===== config.mk =====
export PLATFORM = sky130hd
export DESIGN_NAME = rst_seq
export DESIGN_NICKNAME = d
export VERILOG_FILES = /design/src/rtl/rst_seq.sv
export SDC_FILE = /design/constraint.sdc
export NUM_CORES = 1
export LEC_CHECK = 0
export BUFFER_PORTS_ARGS = -buffer_cell sky130_fd_sc_hd__buf_4
export CORE_MARGIN = 2
export CORE_UTILIZATION = 50
export CTS_CLUSTER_DIAMETER = 120
export DETAILED_ROUTE_END_ITERATION = 6
export PLACE_DENSITY = 0.72
export SLEW_MARGIN = 20
export SYNTH_ARGS = -nofsm -noshare
export SYNTH_HDL_FRONTEND = slang
export SYNTH_SLANG_ARGS = --single-unit

===== constraint.sdc =====
create_clock -name clk -period 2.5 [get_ports clk]
set_clock_uncertainty 0.05 [all_clocks]
set_input_delay 0.625 -clock clk [delete_from_list [all_inputs] [get_ports clk]]
set_output_delay 0.625 -clock clk [all_outputs]
set_load 0.01 [all_outputs]

===== src/rtl/rst_seq.sv =====
module rst_seq #(
  parameter int POR_CYC      = 9195,
  parameter int WARM_CYC     = 4040,
  parameter int SW_CYC       = 4040,
  parameter int WARM_DLY_CYC = 48,
  parameter int WARM_MIN_CYC = 60,
  parameter int BOOT_W       = 16,
  parameter int EMU_W        = 2
) (
  input  logic              clk,
  input  logic              por_n,
  input  logic              warm_n,
  input  logic              sw_req,
  input  logic [BOOT_W-1:0] boot_pins,
  input  logic [EMU_W-1:0]  emu_pins,
  output logic              rst_stat_n,
  output logic [BOOT_W-1:0] boot_cfg,
  output logic [EMU_W-1:0]  emu_cfg
);

  localparam int TRIP   = (WARM_DLY_CYC > WARM_MIN_CYC) ? WARM_DLY_CYC : WARM_MIN_CYC;
  localparam int REL_A  = (WARM_CYC > SW_CYC) ? WARM_CYC : SW_CYC;
  localparam int REL_MX = (POR_CYC > REL_A) ? POR_CYC : REL_A;
  localparam int CW     = $clog2(REL_MX + 1);
  localparam int LW     = $clog2(TRIP + 1);

  typedef enum logic [1:0] {S_POR, S_RUN, S_WARM, S_SW} st_t;

  st_t               state, state_nxt;
  logic [CW-1:0]     cnt, cnt_nxt;
  logic [LW-1:0]     low_cnt;
  logic [1:0]        por_sync, warm_sync;
  logic [BOOT_W-1:0] boot_d;
  logic [EMU_W-1:0]  emu_d;
  logic              stat_q;

  wire por_rel  = por_sync[1];
  wire warm_low = !warm_sync[1];
  wire armed    = (state == S_RUN) || (state == S_SW);
  wire trip     = armed && warm_low && (low_cnt == LW'(TRIP - 1));

  always_ff @(posedge clk or negedge por_n)
    if (!por_n) por_sync <= 2'b00;
    else        por_sync <= {por_sync[0], 1'b1};

  always_ff @(posedge clk or negedge por_n)
    if (!por_n) warm_sync <= 2'b11;
    else        warm_sync <= {warm_sync[0], warm_n};

  always_ff @(posedge clk or negedge por_n)
    if (!por_n)                low_cnt <= '0;
    else if (armed && warm_low) low_cnt <= low_cnt + 1'b1;
    else                       low_cnt <= '0;

  always_comb begin
    state_nxt = state;
    cnt_nxt   = cnt;
    case (state)
      S_POR:
        if (por_rel) begin
          if (cnt == CW'(POR_CYC - 1)) begin
            state_nxt = S_RUN;
            cnt_nxt   = '0;
          end else begin
            cnt_nxt = cnt + 1'b1;
          end
        end
      S_RUN:
        if (trip) begin
          state_nxt = S_WARM;
          cnt_nxt   = '0;
        end else if (sw_req) begin
          state_nxt = S_SW;
          cnt_nxt   = '0;
        end
      S_SW:
        if (trip) begin
          state_nxt = S_WARM;
          cnt_nxt   = '0;
        end else if (cnt == CW'(SW_CYC - 1)) begin
          state_nxt = S_RUN;
          cnt_nxt   = '0;
        end else begin
          cnt_nxt = cnt + 1'b1;
        end
      S_WARM:
        if (warm_low) begin
          cnt_nxt = '0;
        end else if (cnt == CW'(WARM_CYC - 1)) begin
          state_nxt = S_RUN;
          cnt_nxt   = '0;
        end else begin
          cnt_nxt = cnt + 1'b1;
        end
      default: begin
        state_nxt = S_POR;
        cnt_nxt   = '0;
      end
    endcase
  end

  always_ff @(posedge clk or negedge por_n)
    if (!por_n) begin
      state  <= S_POR;
      cnt    <= '0;
      stat_q <= 1'b0;
    end else begin
      state  <= state_nxt;
      cnt    <= cnt_nxt;
      stat_q <= (state_nxt == S_RUN);
    end

  assign rst_stat_n = stat_q;

  always_ff @(posedge clk) begin
    boot_d <= boot_pins;
    emu_d  <= emu_pins;
  end

  always_ff @(posedge clk)
    if (!por_sync[0]) begin
      boot_cfg <= boot_d;
      emu_cfg  <= emu_d;
    end

endmodule


Word-level counts from Yosys, hierarchy flattened:

Cells that the tools add are included.

* output and inout bits: 19
* register bits after elaboration: 63
* word-level logic and storage cells: 44
* input bits: 22

* eq/ne operators: 9
* mux-type cells: 17
* reductions and logical operators: 6
* $add $sub $neg: 2

Operator list (count)
* $mux W14: 7
* $pmux W14 S4: 1
* $add A14 B1 Y14 const B: 1
* $eq A14 B12 Y1 const B: 1
* $eq A14 B14 Y1 const B: 1
* $mux W2: 7
* $pmux W2 S4: 1
* $add A6 B1 Y6 const B: 1
* $eq A6 B6 Y1 const B: 1
* $mux W6: 1
* $eq A2 B1 Y1 const B: 2
* $eq A2 B2 Y1 const B: 2
* $ne A3 B3 Y1 const B: 1
* $logic_and A1 B1 Y1: 2
* $logic_not A2 Y1: 1
* $ne A2 B2 Y1 const B: 1
* $reduce_and A2 Y1: 1
* $logic_not A1 Y1: 1
* $logic_or A1 B1 Y1: 1

Logic depth before layout (Yosys ltp):

Gate-level depths: netlist of run 1.

* depth in word-level cells: 7
* gate-level depth with buffers: 8
* depth with buffers taken out: 7

Worst setup path after synthesis of run 1:

OpenSTA, ideal clock, no wires.

* kind: register to register
* start point: register cnt[4]
* end point: register cnt[6]
* arrival time: 1.614 ns
* setup slack: 0.705 ns
* buffers on the path: 1
* library setup time: 0.132 ns
* stages on the path, launching flop included: 7
* period minus slack after synthesis: 1.795 ns
* data required time: 2.318 ns
* cell sequence: dfrtp_1 > nand4bb_2 > nor4_4 > o32ai_4 > buf_6 > a31oi_1 > a31oi_1

* cells in the longest elaborated chain, start to end: 4
* elaborated cells between the ends (all ways): 9
* classes of those cells: add/sub: 1; eq/ne: 2; mux: 6

Ends and longest elaborated chain
* start: declaration: RTL line 30 `logic [CW-1:0] cnt, cnt_nxt;`
* start signal: assignment: RTL line 109 `cnt <= cnt_nxt;`
* $add A14 B1 Y14, or another cell as far along: RTL line 65, 84, 93
* $mux W14 (on tied branches): RTL line 80, 89, 61
* $mux W14 (on tied branches): RTL line 87, 60, 77
* $pmux W14 S4 (*): RTL line 58 `case (state)`

Every way passes the cells marked *; elsewhere a longest branch is shown, timed or not. The select of a mux whose other input is x is not followed.
A chain may end at the register's enable or synchronous reset.

Final worst setup path of run 1:

* start point: register cnt[0]
* end point: register cnt[6]

The elaborated chain is that of the path after synthesis.

==> results of run 1 <==
## flip-flops by register name, summed over array words and instances (netlist names)
signal      count
low_cnt         6
boot_cfg       16
warm_sync       2
boot_d         16
emu_cfg         2
rst_stat_n      1
emu_d           2
por_sync        2
state           2
cnt            14
## worst reg2reg max path: cells and delay by family (launching register included)
| kind | cells | cell delay (ps) |
|---|---|---|
| simple gates | 2 | 180 |
| flops | 1 | 430 |
| buf+inv | 1 | 280 |
| fa+ha+maj | 1 | 260 |
| compound gates | 3 | 870 |
## cell families (layout without fill, tap and decap cells)
logic type / Yosys count / in the layout / synth area share, %
compound gates: 40 / 40 / 11.5
simple gates: 57 / 57 / 15.2
flops: 63 / 63 / 67.3
xor+xnor: 3 / 3 / 1.12
buf+inv: 13 / 65 / 3.14
fa+ha+maj: 3 / 3 / 1.60
other cells: 1 / 1 / 0.160
## per-stage QoR
step	util, %	setup WS, ps	hold slack (ps)	cells
2_1_floorplan	-	705	279	180
3_3_place_gp	60.3	443	295	268
3_5_place_dp	60.3	365	299	268
4_1_cts	64.6	337	137	284
5_1_grt	64.6	193	150	284
6_report	64.6	342	134	284
## layout by cell type (no fill, tap or decap), types with 2 or more instances in the layout
cell	netlist	final
o21ai_1	3	3
dfstp_2	2	2
dfxtp_1	18	18
nand2b_1	2	2
and3_1	4	4
a21oi_1	7	7
buf_4	2	42
or3_1	2	2
nor4_4	3	3
ha_1	3	3
nand4_1	5	5
a31oi_1	18	18
nand2_1	12	12
nand3_1	8	8
or2b_1	2	2
dfrtp_1	25	25
clkbuf_8	0	9
nor2_1	10	10
xor2_1	2	2
clkinv_2	0	3
inv_1	7	7
edfxtp_1	18	18
o21ai_0	4	4
## metal layers
metal  up-vias  part of all wire (%)  GRT usage (%)
met4         0                  0.62           7.20
met2        54                    47           27.9
met3         2                   6.7           6.94
li1        755                     -              -
met5         -                     0              0
met1       723                    45           21.5
## final cells by class
cell class / count / area, µm²
sequential: 63 / 1580
fill: 353 / 1580
multi-input combinational: 104 / 694
tap: 52 / 65.1
clock inverter: 6 / 61.3
inverter: 7 / 26.3
timing repair buffer: 42 / 315
clock buffer: 10 / 128
## power by group through the flow
stage	combinational (W)	clock [W]	sequential [W]
final	0.000270	0.000835	0.00126
after global routing	0.000303	0.000904	0.00128
after global placement	0.000268	0	0.00127
after detailed placement	0.000273	0	0.00128
after floorplan	0.000185	0	0.00125
after CTS	0.000274	0.000849	0.00126
## worst paths after layout
| check | end | from |
|---|---|---|
| worst max-delay path | cnt[6] | cnt[0] |
| worst min-delay path | cnt[3] | por_n |
| worst max register to register | cnt[6] | cnt[0] |
| worst min register to register | warm_sync[1] | warm_sync[0] |
| max in group asynchronous | warm_sync[1] | por_n |
| min in group clk | warm_sync[1] | warm_sync[0] |
==> impl_metrics.toml, run 1 <==
[status]
outcome = "completed"

[power]
p_seq_share_pct = 53.3
clkPwrFrac_pct = 35.3
combPwrFrac_pct = 11.4
p_switching_w = 0.000621
power_w = 0.00237
vdd_drop_max_mv = 0.431
p_int_w = 0.00175
switching_share_pct = 26.2
p_leak_nw = 1.26
power_density_nw_per_um2 = 825

[sta]
finalCriticalPeriod_ps = 2160
rsz0062_at_grt = "false"
finalHoldViolCount = 0
fmax_mhz = 463
max_slew_margin_pct = 54.9
slew_viol_final = 0
tightest_slew_ps = 675
setup_viol = 0
fin_tns_setup_ps = 0
fin_crit_sh_pct = 86.3

[critical_path]
crit_top_cell = "a31oi_1"
r2r_slack_ps = 340
crit_buf_inv = 1
cp_max_fo = 19
rr_worst_depth = 7
slowest_delay_ps = 620
cp.depth = 7
cp.required_ps = 2700
start_kind = "flop"
end_kind = "flop"
critPathTopFamily = "compound AO/OA/AOI/OAI gates"
arrival_ps = 2360
path_class = "flop to flop"
path_cells = "ha_1 > nand2_1 > nor4_4 > o32ai_4 > buf_4 > a31oi_1 > a31oi_1"
cp_slowest_cell = "o32ai_4"

[global_route]
grtUsageTotal_pct = 17.6
grt_start_max_net_pins = 29
first_global_vias = 1528
grt-ovfl-total = 0
antenna_found_initial = 0
grt_pass1_wl_um = 6890

[finish]
area_growth_pct = 22.2
final_area_um2 = 2870
diodes = 0
nNetsFinal = 252
drive_gt1_share_pct = 28.4

[synthesis]
seq_area_frac_synth_pct = 67.3
yosys_register_bits = 63
synthFlopType = "dfrtp_1"
netlist_area_um2 = 2350
synthCells = 180
syn_nets = 205
yosys_warnings = 0
synth_top_cell_area_share_pct = 26.7
synthArstFlopShare_pct = 42.9
synth.avg_cell_area_um2 = 13.0
ys_top_cells_by_area = "dfrtp_1, edfxtp_1, dfxtp_1, a31oi_1, nor4_4"
yosys.area.top_type = "dfrtp_1"
yosysMostFrequentCell = "dfrtp_1"
synth_common_cells = "dfrtp_1, a31oi_1, dfxtp_1, edfxtp_1, nand2_1"
yosysUniqueCellTypes = 42
synth_edf_count = 18

[clocking]
h-tree-depth = 3
cts_buffers = 9
cts.hold.buffers_added = 0
cts_root_buf = "clkbuf_8"
cts_setup_buffers = 0
cts-resized-gates = 0
cts.sinks = 63
cts_tree = "yes"
cts_buffer_depth = 2
clk_latency_ps = 330
clk_pin_slew_worst_paths_ps = 70

[floorplanning]
num_rows = 24
dieWidth_um = 72.5
coreArea_um2 = 4440
start_util_pct = 52.8
io_pins = 41
die_area_um2 = 5260
die_h_um = 72.5

[route]
vias_per_cell = 5.40
wl_um = 4040
postRouteAntennaNets = 0
dr.pass1.iters = 4
post_drt_wl_per_cell_um = 14.2
route.detailed.drc = 0
vias = 1534
drtIter0Drc = 103

[run]
cap_viol_max_count = 0

[placement]
dp.final_hpwl_um = 2790
portBuffers = 40
gp_congestion = 0.837
place_area_um2 = 2680

[hold_path]
hold_path_class = "input pin to async pin"
Note: power is estimated with default switching activity, not from simulation.
==> inputs of run 2 (changes only) <==
--- a/config.mk
+++ b/config.mk
@@ -10,7 +10,7 @@
 export CORE_UTILIZATION = 50
 export CTS_CLUSTER_DIAMETER = 120
 export DETAILED_ROUTE_END_ITERATION = 6
-export PLACE_DENSITY = 0.72
+export PLACE_DENSITY = 0.77
 export SLEW_MARGIN = 20
 export SYNTH_ARGS = -nofsm -noshare
 export SYNTH_HDL_FRONTEND = slang
==> run 2 against run 1 <==
  * Cell count is the same
  * Critical path depth decreased by 1
  * Worst setup slack better by 120 ps
  * Sequential share of layout area shrank 0.52 points
  * Clock power increased by 14%
  * Global-route usage is 0.31 points higher
  * Sequential power is essentially flat
  * Largest cell class unchanged
  * Largest power group unchanged
==> impl_metrics.toml, run 2 (same netlist as run 1, synthesis figures left out) <==
[clocking]
cts_setup_buffers = 0
cts_root_buf = "clkbuf_8"
cts.sinks = 63
clk_pin_slew_worst_paths_ps = 70
cts_buffers = 9
cts-resized-gates = 0
cts_tree = "yes"
clk_latency_ps = 330
h-tree-depth = 3
cts_buffer_depth = 2
cts.hold.buffers_added = 0

[sta]
max_slew_margin_pct = 55.3
rsz0062_at_grt = "false"
finalCriticalPeriod_ps = 2030
fin_tns_setup_ps = 0
timing.hold.ws_ps = 148
finalHoldViolCount = 0
fmax_mhz = 492
slew_viol_final = 0
tightest_slew_ps = 669
setup_viol = 0
fin_crit_sh_pct = 81.3

[global_route]
grt_pass1_wl_um = 6930
first_global_vias = 1507
antenna_found_initial = 0
grt_start_max_net_pins = 29
grtUsageTotal_pct = 17.9
grt-ovfl-total = 0

[finish]
fillerInstances = 331
layout_commonest_cell = "buf_4"
nNetsFinal = 252
drive_gt1_share_pct = 27.6
area_growth_pct = 23.4
diodes = 0
layout_common_cells = "buf_4, dfrtp_1, a31oi_1, edfxtp_1, dfxtp_1"
final_area_um2 = 2900
reg.largest.list = "boot_cfg: 16 flops, boot_d: 16 flops, cnt: 14 flops"

[power]
p_seq_share_pct = 50.8
power_density_nw_per_um2 = 858
vdd_drop_max_mv = 0.368
p_leak_nw = 1.27
switching_share_pct = 24.3
combPwrFrac_pct = 10.9
p_int_w = 0.00188
p_switching_w = 0.000603
clkPwrFrac_pct = 38.3

[critical_path]
path_class = "flop to flop"
cp_max_fo = 26
cp.required_ps = 2640
end_kind = "flop"
start_kind = "flop"
arrival_ps = 2180

[floorplanning]
coreArea_um2 = 4440
start_util_pct = 52.8
die_h_um = 72.5
die_area_um2 = 5260
dieWidth_um = 72.5
io_pins = 41
num_rows = 24

[status]
outcome = "completed"

[route]
wl_um = 4140
post_drt_wl_per_cell_um = 14.6
drtIter0Drc = 85
vias = 1583
dr.pass1.iters = 4
vias_per_cell = 5.57
route.detailed.drc = 0
postRouteAntennaNets = 0

[placement]
place_area_um2 = 2680
dp.final_hpwl_um = 2850
gp_congestion = 0.812
portBuffers = 40

[run]
cap_viol_max_count = 0

[hold_path]
hold_path_class = "input pin to async pin"
[run 2: final timing paths]
path | to | slack [ps] | cells past startpoint | from
worst max-delay path | cnt[8] | 470 | 6 | cnt[4]
worst min-delay path | cnt[2] | 150 | 1 | por_n
worst max register to register | cnt[8] | 470 | 6 | cnt[4]
worst min register to register | warm_sync[1] | 310 | 0 | warm_sync[0]
max in group asynchronous | warm_sync[1] | 1950 | 1 | por_n
min in group clk | warm_sync[1] | 310 | 0 | warm_sync[0]
[run 2: worst max-delay path, stage by stage (launching register included)]
cell and delay, ps:
dfrtp_1 440, nand4bb_2 330, nor4_4 430, o32ai_4 120, buf_4 230, a41oi_1 240, a31oi_1 60
[run 2: through the flow]
stage | std cells | power [W] | util (%) | setup slack (ps)
6_report | 284 | 0.00248 | 65.2 | 467
5_1_grt | 284 | 0.00260 | 65.2 | 288
4_1_cts | 284 | 0.00251 | 65.2 | 463
3_5_place_dp | 268 | 0.00155 | 60.3 | 474
3_3_place_gp | 268 | 0.00154 | 60.3 | 586
2_1_floorplan | 180 | 0.00144 | - | 705
[run 2: cell type report]
class | count | area, µm² | area share [%]
clock buffers | 13 | 149 | 5.14
clock inverters | 3 | 67.6 | 2.33
inverters | 7 | 26.3 | 0.907
multi-input cells | 104 | 694 | 24.0
flip-flops and latches | 63 | 1580 | 54.5
well taps | 52 | 65.1 | 2.25
repair buffers | 42 | 315 | 10.9
[run 2: metal layers]
metal	vias up	GRT usage, %	share of wire (%)
met5	-	0	0
met4	0	8.85	1.5
met3	6	8.33	7.4
met2	57	27.6	50
met1	766	21.1	41
li1	754	-	-
[run 2: power groups by stage]
| stage | logic, W | registers [W] | clock network, W |
|---|---|---|---|
| after floorplan | 0.000185 | 0.00125 | 0 |
| after global routing | 0.000303 | 0.00127 | 0.00102 |
| after CTS | 0.000274 | 0.00126 | 0.000978 |
| final | 0.000272 | 0.00126 | 0.000951 |
| after global placement | 0.000265 | 0.00127 | 0 |
| after detailed placement | 0.000275 | 0.00128 | 0 |
